`src/rtl/cosgen_pkg.sv`:
```
package cosgen_pkg;

   // phase field code that selects the inverted polarity
   localparam logic [1:0] PH_INVERT = 2'b01;

   // rational cosine approximation sampled at quarter-wave bin midpoints
   function automatic int quarter_sample(int k, int idx_w, int dw);
      longint q;
      longint d;
      longint u;
      longint a;
      q = longint'(1) << idx_w;
      d = 16 * q * q;
      u = 2 * k + 1;
      a = (longint'(1) << (dw - 1)) - 1;
      return int'((a * (d - 4 * u * u)) / (d + u * u));
   endfunction

endpackage

```
`src/rtl/cosgen_phase_acc.sv`:
```
module cosgen_phase_acc #(
   parameter int ACC_W = 16,
   parameter int IDX_W = 6
) (
   input  logic             clk_i,
   input  logic             rst_ni,
   input  logic             advance_i,
   input  logic [ACC_W-1:0] step_i,
   output logic [1:0]       quad_o,
   output logic [IDX_W-1:0] idx_o
);
   logic [ACC_W-1:0] acc_q;

   always_ff @(posedge clk_i) begin
      if (!rst_ni)         acc_q <= '0;
      else if (!advance_i) acc_q <= '0;
      else                 acc_q <= acc_q + step_i;
   end

   assign quad_o = acc_q[ACC_W-1 -: 2];
   assign idx_o  = acc_q[ACC_W-3 -: IDX_W];
endmodule

```
`src/rtl/cosgen_quarter_rom.sv`:
```
module cosgen_quarter_rom #(
   parameter int IDX_W = 6,
   parameter int DW    = 8
) (
   input  logic [1:0]           quad_i,
   input  logic [IDX_W-1:0]     idx_i,
   output logic signed [DW-1:0] wave_o
);
   localparam int DEPTH = 1 << IDX_W;

   logic [DW-2:0]    tbl [DEPTH];
   logic [IDX_W-1:0] addr;
   logic [DW-1:0]    mag;

   for (genvar k = 0; k < DEPTH; k++) begin : g_tbl
      localparam int V = cosgen_pkg::quarter_sample(k, IDX_W, DW);
      assign tbl[k] = V[DW-2:0];
   end

   // odd quadrants read the table mirrored, the middle two are negative
   assign addr = quad_i[0] ? ~idx_i : idx_i;
   assign mag  = {1'b0, tbl[addr]};

   always_comb begin
      if (quad_i[1] ^ quad_i[0]) wave_o = -$signed(mag);
      else                       wave_o = $signed(mag);
   end
endmodule

```
`src/rtl/cosgen_chan.sv`:
```
module cosgen_chan #(
   parameter int DW = 8
) (
   input  logic                 clk_i,
   input  logic                 rst_ni,
   input  logic                 start_i,
   input  logic                 stop_i,
   input  logic [1:0]           atten_i,
   input  logic [1:0]           phase_i,
   input  logic signed [DW-1:0] offset_i,
   input  logic signed [DW-1:0] wave_i,
   output logic [DW-1:0]        code_o,
   output logic                 running_o,
   output logic                 err_o
);
   localparam int SW = DW + 2;
   localparam logic signed [SW-1:0] MIDX = SW'(1 << (DW - 1));
   localparam logic signed [SW-1:0] MAXX = SW'((1 << DW) - 1);

   logic                 run_q;
   logic                 err_q;
   logic [DW-1:0]        code_q;
   logic signed [DW-1:0] shifted;
   logic signed [DW-1:0] shaped;
   logic signed [SW-1:0] sum;
   logic [DW-1:0]        code_d;

   always_comb begin
      shifted = wave_i >>> atten_i;
      if (!run_q)                              shaped = '0;
      else if (phase_i == cosgen_pkg::PH_INVERT) shaped = -shifted;
      else                                     shaped = shifted;
      sum = MIDX + {{2{shaped[DW-1]}}, shaped} + {{2{offset_i[DW-1]}}, offset_i};
      if (sum < 0)         code_d = '0;
      else if (sum > MAXX) code_d = '1;
      else                 code_d = sum[DW-1:0];
   end

   always_ff @(posedge clk_i) begin
      if (!rst_ni) begin
         run_q  <= 1'b0;
         err_q  <= 1'b0;
         code_q <= MIDX[DW-1:0];
      end else begin
         err_q  <= (start_i & run_q) | (stop_i & ~run_q);
         code_q <= code_d;
         if (stop_i)       run_q <= 1'b0;
         else if (start_i) run_q <= 1'b1;
      end
   end

   assign code_o    = code_q;
   assign running_o = run_q;
   assign err_o     = err_q;
endmodule

```
`src/rtl/cosgen_top.sv`:
```
module cosgen_top #(
   parameter int ACC_W = 16,
   parameter int IDX_W = 6,
   parameter int DW    = 8,
   parameter int NCH   = 2
) (
   input  logic              clk_i,
   input  logic              rst_ni,
   input  logic [ACC_W-1:0]  step_i,
   input  logic [NCH-1:0]    start_i,
   input  logic [NCH-1:0]    stop_i,
   input  logic [2*NCH-1:0]  atten_i,
   input  logic [2*NCH-1:0]  phase_i,
   input  logic [DW*NCH-1:0] offset_i,
   output logic [DW*NCH-1:0] code_o,
   output logic [NCH-1:0]    running_o,
   output logic [NCH-1:0]    err_o
);
   if (ACC_W < IDX_W + 2) begin : g_bad_acc
      $error("accumulator narrower than quadrant plus index");
   end
   if (DW < 4) begin : g_bad_dw
      $error("output width below 4 bits");
   end
   if (NCH < 1) begin : g_bad_nch
      $error("at least one channel required");
   end

   logic [1:0]           quad;
   logic [IDX_W-1:0]     idx;
   logic signed [DW-1:0] wave;
   logic [NCH-1:0]       running;

   cosgen_phase_acc #(.ACC_W(ACC_W), .IDX_W(IDX_W)) u_acc (
      .clk_i     (clk_i),
      .rst_ni    (rst_ni),
      .advance_i (|running),
      .step_i    (step_i),
      .quad_o    (quad),
      .idx_o     (idx)
   );

   cosgen_quarter_rom #(.IDX_W(IDX_W), .DW(DW)) u_rom (
      .quad_i (quad),
      .idx_i  (idx),
      .wave_o (wave)
   );

   for (genvar c = 0; c < NCH; c++) begin : g_ch
      cosgen_chan #(.DW(DW)) u_chan (
         .clk_i     (clk_i),
         .rst_ni    (rst_ni),
         .start_i   (start_i[c]),
         .stop_i    (stop_i[c]),
         .atten_i   (atten_i[2*c +: 2]),
         .phase_i   (phase_i[2*c +: 2]),
         .offset_i  ($signed(offset_i[DW*c +: DW])),
         .wave_i    (wave),
         .code_o    (code_o[DW*c +: DW]),
         .running_o (running[c]),
         .err_o     (err_o[c])
      );
   end

   assign running_o = running;
endmodule

```
`config.mk`:
```
export PLATFORM = sky130hd
export DESIGN_NAME = cosgen_top
export DESIGN_NICKNAME = d
export VERILOG_FILES = /design/src/rtl/cosgen_pkg.sv /design/src/rtl/cosgen_phase_acc.sv /design/src/rtl/cosgen_quarter_rom.sv /design/src/rtl/cosgen_chan.sv /design/src/rtl/cosgen_top.sv
export SDC_FILE = /design/constraint.sdc
export NUM_CORES = 1
export LEC_CHECK = 0
export BUFFER_PORTS_ARGS = -buffer_cell sky130_fd_sc_hd__clkbuf_2
export CAP_MARGIN = 40
export CORE_UTILIZATION = 53
export DETAILED_ROUTE_END_ITERATION = 6
export MAX_ROUTING_LAYER = met4
export PLACE_DENSITY = 0.74
export SLEW_MARGIN = 20
export SYNTH_ARGS = -nofsm -noshare
export SYNTH_HDL_FRONTEND = slang
export SYNTH_SLANG_ARGS = --single-unit
```
`constraint.sdc`:
```
create_clock -name clk_i -period 10.15 [get_ports clk_i]
set_input_delay 0.5075 -clock clk_i [delete_from_list [all_inputs] [get_ports clk_i]]
set_output_delay 0.5075 -clock clk_i [all_outputs]
set_load 0.1 [all_outputs]
```
**After elaboration in Yosys (flattened, before gate mapping)**

Memories as Yosys holds them, arrays and structs flattened.
Cells that the tools add are included.

- $add $sub $neg: 8
- Magnitude comparators: 5
- Equality and inequality tests: 2
- Shift-type cells: 2
- Mux-type cells: 12
- Bitwise logic cells: 12
- Reduce and logical (&&, ||, !) cells: 6

Operators with widths:

| kind | count |
|---|---|
| 2-to-1 mux 8 bit | 9 |
| adder 10 bit | 2 |
| adder 9 x 8 -> 10 bit, first input constant | 2 |
| > comparator 10 x 9 -> 1 bit, second input constant | 2 |
| less-than comparator 10 x 1 -> 1 bit, second input constant | 2 |
| adder 16 bit | 1 |
| negator 8 bit | 2 |
| >>> shifter 8 x 2 -> 8 bit | 2 |
| 2-to-1 mux 7 bit | 2 |
| OR reduction 2 bit | 5 |
| negator 7 -> 8 bit | 1 |
| >= comparator 7 bit, second input constant | 1 |
| NOT 6 -> 7 bit | 1 |
| 2-to-1 mux 6 bit | 1 |
| NOT 6 bit | 1 |
| bitwise AND 1 bit | 4 |
| equality test 2 x 1 -> 1 bit, second input constant | 2 |
| NOT 1 bit | 3 |
| bitwise OR 1 bit | 2 |
| AND reduction 2 bit | 1 |
| bitwise XOR 1 bit | 1 |

- Register bits: 36
- ROM bits: 448
- Input port bits: 46
- Output and inout port bits: 20
- Word-level logic and storage cells: 57
- Memories kept: 1

Memories:

| memory | depth | width | read ports | clocked after memory_dff | wr ports | line | RTL |
|---|---|---|---|---|---|---|---|
| (no name shown) | 64 | 7 | 1 | 0 | 0 | cosgen_quarter_rom.sv:22 | `assign mag = {1'b0, tbl[addr]};` |

**Logic depth before layout (Yosys ltp)**

- Depth after elaboration: 17
- Gate-level depth with buffers: 36

**By module**

Synthesis repeated with hierarchy kept, for this count alone.

- Cell total of the unflattened synthesis: 661
- Area total of the unflattened synthesis: 5381.4 um2

Modules (own cells, without submodules):

| module | times used | cells an instance | area each (um2) |
|---|---|---|---|
| cosgen_chan | 2 | 142 | 1270.0 |
| cosgen_quarter_rom | 1 | 232 | 1614.0 |
| cosgen_phase_acc | 1 | 144 | 1221.2 |
| cosgen_top | 1 | 1 | 6.3 |

**Least setup slack after synthesis**

Ideal clock, no wire load.

- Kind: register to register
- Start: register u_acc.acc_q[14]
- End: register g_ch[0].u_chan.code_q[3]
- Library setup time: 0.071 ns
- Arrival time: 6.465 ns
- Required time: 10.079 ns
- Setup slack: 3.614 ns
- Cell stages (with the launch flop): 36
- Path buffers: 4
- Clock period less this slack: 6.536 ns
- Path through: dfxtp_1 > buf_4 > buf_2 > buf_2 > xor2_1 > ha_1 > buf_2 > or2_4 > a21oi_2 > o22ai_1 > a2111o_1 > nand2_1 > nor3_1 > ha_1 > inv_1 > nor2_1 > a221o_1 > a311oi_1 > a221oi_1 > a221oi_1 > ha_1 > nor2_1 > a211oi_1 > ha_1 > ha_1 > fa_1 > a21oi_1 > nor2_1 > nor2_1 > o21bai_1 > a21oi_1 > o21bai_1 > a21oi_1 > xnor2_1 > nand2_1 > a21oi_1

- Longest elaborated chain between the ends: 15

Ends and longest elaborated chain:

| what | line | RTL |
|---|---|---|
| start, declared | cosgen_phase_acc.sv:12 | `logic [ACC_W-1:0] acc_q;` |
| start signal, assigned | cosgen_phase_acc.sv:17 | `else acc_q <= acc_q + step_i;` |
| 2-to-1 mux 6 bit | cosgen_quarter_rom.sv:21 | `assign addr = quad_i[0] ? ~idx_i : idx_i;` |
| NOT 6 -> 7 bit (implied by the code) | cosgen_quarter_rom.sv:22 |  |
| memory (64 x 7 bit) | n/a |  |
| 2-to-1 mux 7 bit (implied by the code) (2 in series) | cosgen_quarter_rom.sv:22 |  |
| negator 7 -> 8 bit | cosgen_quarter_rom.sv:25 | `if (quad_i[1] ^ quad_i[0]) wave_o = -$signed(mag);` |
| 2-to-1 mux 8 bit (*) | cosgen_quarter_rom.sv:25 |  |
| >>> shifter 8 x 2 -> 8 bit (*) | cosgen_chan.sv:29 | `shifted = wave_i >>> atten_i;` |
| negator 8 bit | cosgen_chan.sv:31 | `else if (phase_i == cosgen_pkg::PH_INVERT) shaped = -shifted;` |
| 2-to-1 mux 8 bit (*) | cosgen_chan.sv:31 |  |
| 2-to-1 mux 8 bit (*) | cosgen_chan.sv:30 | `if (!run_q) shaped = '0;` |
| adder 9 x 8 -> 10 bit (*) | cosgen_chan.sv:33 | `sum = MIDX + {{2{shaped[DW-1]}}, shaped} + {{2{offset_i[DW-1]}}, offset_i};` |
| adder 10 bit (*) | cosgen_chan.sv:33 |  |
| > comparator 10 x 9 -> 1 bit or less-than comparator 10 x 1 -> 1 bit (tied branches) | cosgen_chan.sv:35, cosgen_chan.sv:34 |  |
| 2-to-1 mux 8 bit or OR reduction 2 bit (tied branches) | n/a |  |
| end signal, assigned | cosgen_chan.sv:43 | `code_q <= MIDX[DW-1:0];` |
| end signal, assigned | cosgen_chan.sv:46 | `code_q <= code_d;` |
| end, declared | cosgen_chan.sv:22 | `logic [DW-1:0] code_q;` |

Every way passes the cells marked *; elsewhere a longest branch is shown, timed or not. The select of a mux whose other input is x is not followed.
A chain may end at the register's enable or synchronous reset.

**Worst setup path after layout**

- Start: register u_acc.acc_q[9]
- End: register g_ch[0].u_chan.code_q[6]

- Longest elaborated chain between the ends: 16

Ends and longest elaborated chain:

| what | line |
|---|---|
| NOT 6 bit | cosgen_quarter_rom.sv:21 |
| 2-to-1 mux 6 bit (*) | cosgen_quarter_rom.sv:21 |
| NOT 6 -> 7 bit (implied by the code) (*) | cosgen_quarter_rom.sv:22 |
| memory (64 x 7 bit) (*) | n/a |
| 2-to-1 mux 7 bit (implied by the code) (*) (2 in series) | cosgen_quarter_rom.sv:22 |
| negator 7 -> 8 bit | cosgen_quarter_rom.sv:25 |
| 2-to-1 mux 8 bit (*) | cosgen_quarter_rom.sv:25 |
| >>> shifter 8 x 2 -> 8 bit (*) | cosgen_chan.sv:29 |
| negator 8 bit | cosgen_chan.sv:31 |
| 2-to-1 mux 8 bit (*) | cosgen_chan.sv:31 |
| 2-to-1 mux 8 bit (*) | cosgen_chan.sv:30 |
| adder 9 x 8 -> 10 bit (*) | cosgen_chan.sv:33 |
| adder 10 bit (*) | cosgen_chan.sv:33 |
| > comparator 10 x 9 -> 1 bit or less-than comparator 10 x 1 -> 1 bit (tied branches) | cosgen_chan.sv:35, cosgen_chan.sv:34 |
| 2-to-1 mux 8 bit or OR reduction 2 bit (tied branches) | n/a |

Marks and branches as above.

==> summary.md <==
| Metric | Value |
|---|---|
| Status | finished, final reports clean |
| Worst-path maximum fanout | 16 |
| Async SR Flop Fraction | 0 |
| Worst slew margin | 0.446 |
| Die Y | 102 um |
| Yosys cell types | 88 |
| Setup violators final | 0 |
| Clock sinks | 36 |
| F_max | 137 MHz |
| Setup Crit Path Kind | reg -> reg |
| Net Switching | 280 uW |
| Post-DP HPWL | 10300 um |
| Worst Setup End Kind | flop |
| Slowest stage cell, crit path | dfxtp_1 |
| Worst skew pair latency | 0.29 ns |
| Global placement routability congestion | 0.976 |
| Layout fillers | 854 |
| Crit share post-route | 0.719 |
| Pint | 338 uW |
| Global Route Usage Sum | 0.277 |
| Drc violations | 0 |
| Clock Tree Buf Depth | 2 |
| R2R setup slack | 2.85 ns |
| I/O pins | 66 |
| Synth Warn # | 0 |
| Core ar. | 9420 um2 |
| Post-synth top area cell | ha_1 |
| Comb power frac | 0.538 |
| Crit. Startpoint | u_acc.acc_q[9]$_SDFF_PN0_ |
| Largest cells by area after synthesis | ha_1 (14%), dfxtp_1 (14%), nor2_1 (4.9%), a21oi_1 (4.9%), xnor2_1 (4.2%) |
| ANT nets after route | 0 |
| Setup TNS Final | 0 ns |
| Port bufs | 65 |
| Row Count | 35 |
| CTS hold repair buffers | 0 |
| Area taken by multi-input logic gates | 4110 um2 |
| Max cap viols | 0 |
| First-pass GRT wire length | 22700 um |
| Number of antenna diodes | 0 |
| Critical Path RT | 10.36 ns |
| Die Area | 10300 um2 |
| Initial antenna violation count | 0 |
| Initial core utilization | 0.558 |
| DRT Pass-1 Iters | 5 |
| Worst-Margin Slew | 0.822 ns |
| Clock Skew | 0.00887 ns |
| Largest net degree at the start of global routing | 52 |
| Clock Tree Root | clkbuf_8 |
| Tightest Hold Check Type | in -> reg |
| Final Critical Period | 7.30 ns |
| VDD IR max | 0.112 mV |
| Post-layout util | 0.597 |
| Routed len/inst | 15.8 um |
| Slew Limit Fails | 0 |
| FF-to-FF Start | u_acc.acc_q[9]$_SDFF_PN0_ |
| Seq cells post-synth | 36 |
| Vias per cell | 6.21 |
| 1st-iter DRT viols | 313 |
| Hold Fails Final Rpt | 0 |
| Gate Count Post-Synth | 689 |
| Startpoint Class | flop |
| Cts repair resizes | 0 |
| CP peak stage delay | 0.72 ns |
| Clk slew on worst S/H paths | 0.08 ns |
| Total wire length | 13500 um |
| Data arrival, critical path | 7.50 ns |
| Sw frac | 0.453 |
| H-tree lvl count | 2 |
| Total setup buffers inserted after CTS | 0 |
| Post-synth top area share | 0.143 |
| Num CTS Buffers | 5 |
| Power Density | 110 nW/um2 |
| Seq/Total Area, Yosys | 0.137 |
| Vias in the first global route | 4960 |
| Routed vias | 5307 |
| Sequential share of power | 0.259 |
| Clock group share of total power | 0.203 |
| Layout Nets | 833 |
| RSZ-0062 raised after global routing | no |
| Pleak | 2.46 nW |
| Post-Syn Area | 5260 um2 |
| Top FF cell, synth | dfxtp_1 |
| Avg Cell Area, Syn | 7.63 um2 |
| Register area | 721 um2 |
| Post-Syn Nets | 798 |
| CTS tree | built |
| Overflow after GRT | 0 |
| Hold Startpoint | stop_i[0] |
| Layout Area Growth over Synthesis | 7.00% |
| Share of cells above drive strength 1 | 0.154 |
| Chip width | 102 um |
| Number of flops mapped to enable cells by yosys | 0 |
worst paths after layout:
| path | endpoint | cells after the start |
|---|---|---|
| hold reg to reg | u_acc.acc_q[0]$_SDFF_PN0_ | 3 |
| setup / recovery | g_ch[0].u_chan.code_o[6]$_SDFF_PP0_ | 31 |
| setup reg to reg | g_ch[0].u_chan.code_o[6]$_SDFF_PP0_ | 31 |
| hold / removal | g_ch[0].u_chan.running_o$_SDFFE_PP0P_ | 2 |
kinds of logic (layout without fill, tap and decap cells):
kind of cell	Yosys count	in the layout	synth area share
buf+inv	81	117	0.0802
flops	36	36	0.137
simple gates	238	238	0.235
compound gates	207	207	0.278
fa+ha+maj	63	63	0.154
mux	23	23	0.0469
xor+xnor	41	41	0.0683
sequential cells by signal (all words and copies together) (netlist names):
| register | flops |
|---|---|
| g_ch.u_chan.code_o | 16 |
| u_acc.acc_q | 16 |
| g_ch.u_chan.err_o | 2 |
| g_ch.u_chan.running_o | 2 |
through the flow:
step                      instances  hold slack, ns  instance area (um2)  total power, mW  setup WS, ns
after floorplan                 689           0.533                 5260            0.430          3.61
after global placement          846           0.541                 5520            0.483          3.32
after detailed placement        846           0.567                 5520            0.490          2.98
after CTS                       854           0.378                 5620            0.617          2.94
after global routing            854           0.386                 5620            0.658          2.23
final                           854           0.385                 5620            0.618          2.85
cell usage in the layout (no fill, tap or decap), types with 8 or more instances in the layout:
master,synthesis,layout
nand2_1,39,39
clkbuf_2,0,65
buf_4,7,8
a21o_1,8,8
dfxtp_1,36,36
nand3_1,17,17
xnor2_1,25,25
nand2b_1,20,20
nand4_1,8,8
xor2_1,16,16
and2_1,9,9
nor2_1,69,69
nor2b_1,12,12
a21oi_1,51,51
a211oi_1,8,8
ha_1,60,60
mux2i_1,16,16
nor3_1,16,16
o21ai_0,28,28
o21bai_1,8,8
or2_2,8,8
inv_1,35,35
o211ai_1,8,8
synth_stat cells (4+ instances only):
cell	instances
nor3_1	16
nand4_1	8
buf_6	10
or2_2	8
a31oi_1	7
ha_1	60
xor2_1	16
and3_1	7
nand3_1	17
a311oi_1	6
a21boi_0	5
inv_1	35
and2_1	9
o22ai_1	4
o211ai_1	8
mux2i_1	16
a21o_1	8
nand2_1	39
clkbuf_1	14
nand2b_1	20
or3_1	5
a211o_1	4
buf_4	7
xnor2_1	25
nor2_1	69
a211oi_1	8
o21a_1	6
a41oi_1	6
nor2b_1	12
o21bai_1	8
o21ai_0	28
a21oi_1	51
buf_2	13
a221oi_1	5
dfxtp_1	36
mux2_2	4
power by group through the flow:
| stage | sequential [mW] | combinational, mW | clock [mW] |
|---|---|---|---|
| finish | 0.160 | 0.332 | 0.126 |
| global route | 0.161 | 0.363 | 0.133 |
| CTS | 0.160 | 0.329 | 0.129 |
| detailed placement | 0.163 | 0.327 | 0 |
| global placement | 0.163 | 0.320 | 0 |
| floorplan | 0.212 | 0.218 | 0 |
worst max-delay path, delay by kind of cell (launching register included):
family / cells / cell delay, ns
AOI/OAI and AO/OA: 14 / 2.87
buffers and inverters: 1 / 0.12
DFF: 1 / 0.72
and+or+nand+nor: 8 / 1.01
adders and majority gates: 6 / 1.93
xor gates and xnor gates: 2 / 0.55
cell type report:
cell class / instances / area share
Inverter: 36 / 0.0240
Timing Repair Buffer: 73 / 0.0685
Sequential cell: 36 / 0.128
Tap cell: 129 / 0.0287
Multi-Input combinational cell: 572 / 0.731
Clock inverter: 2 / 0.00623
Clock buffer: 6 / 0.0129
layer usage:
layer	GRT usage	vias to the layer above	share of wire
met3	0.0248	22	0.059
met5	-	-	0
met1	0.361	2503	0.46
li1	-	2598	-
met4	0.0870	0	0.018
met2	0.451	184	0.46
(Power assumes the default switching activity.)
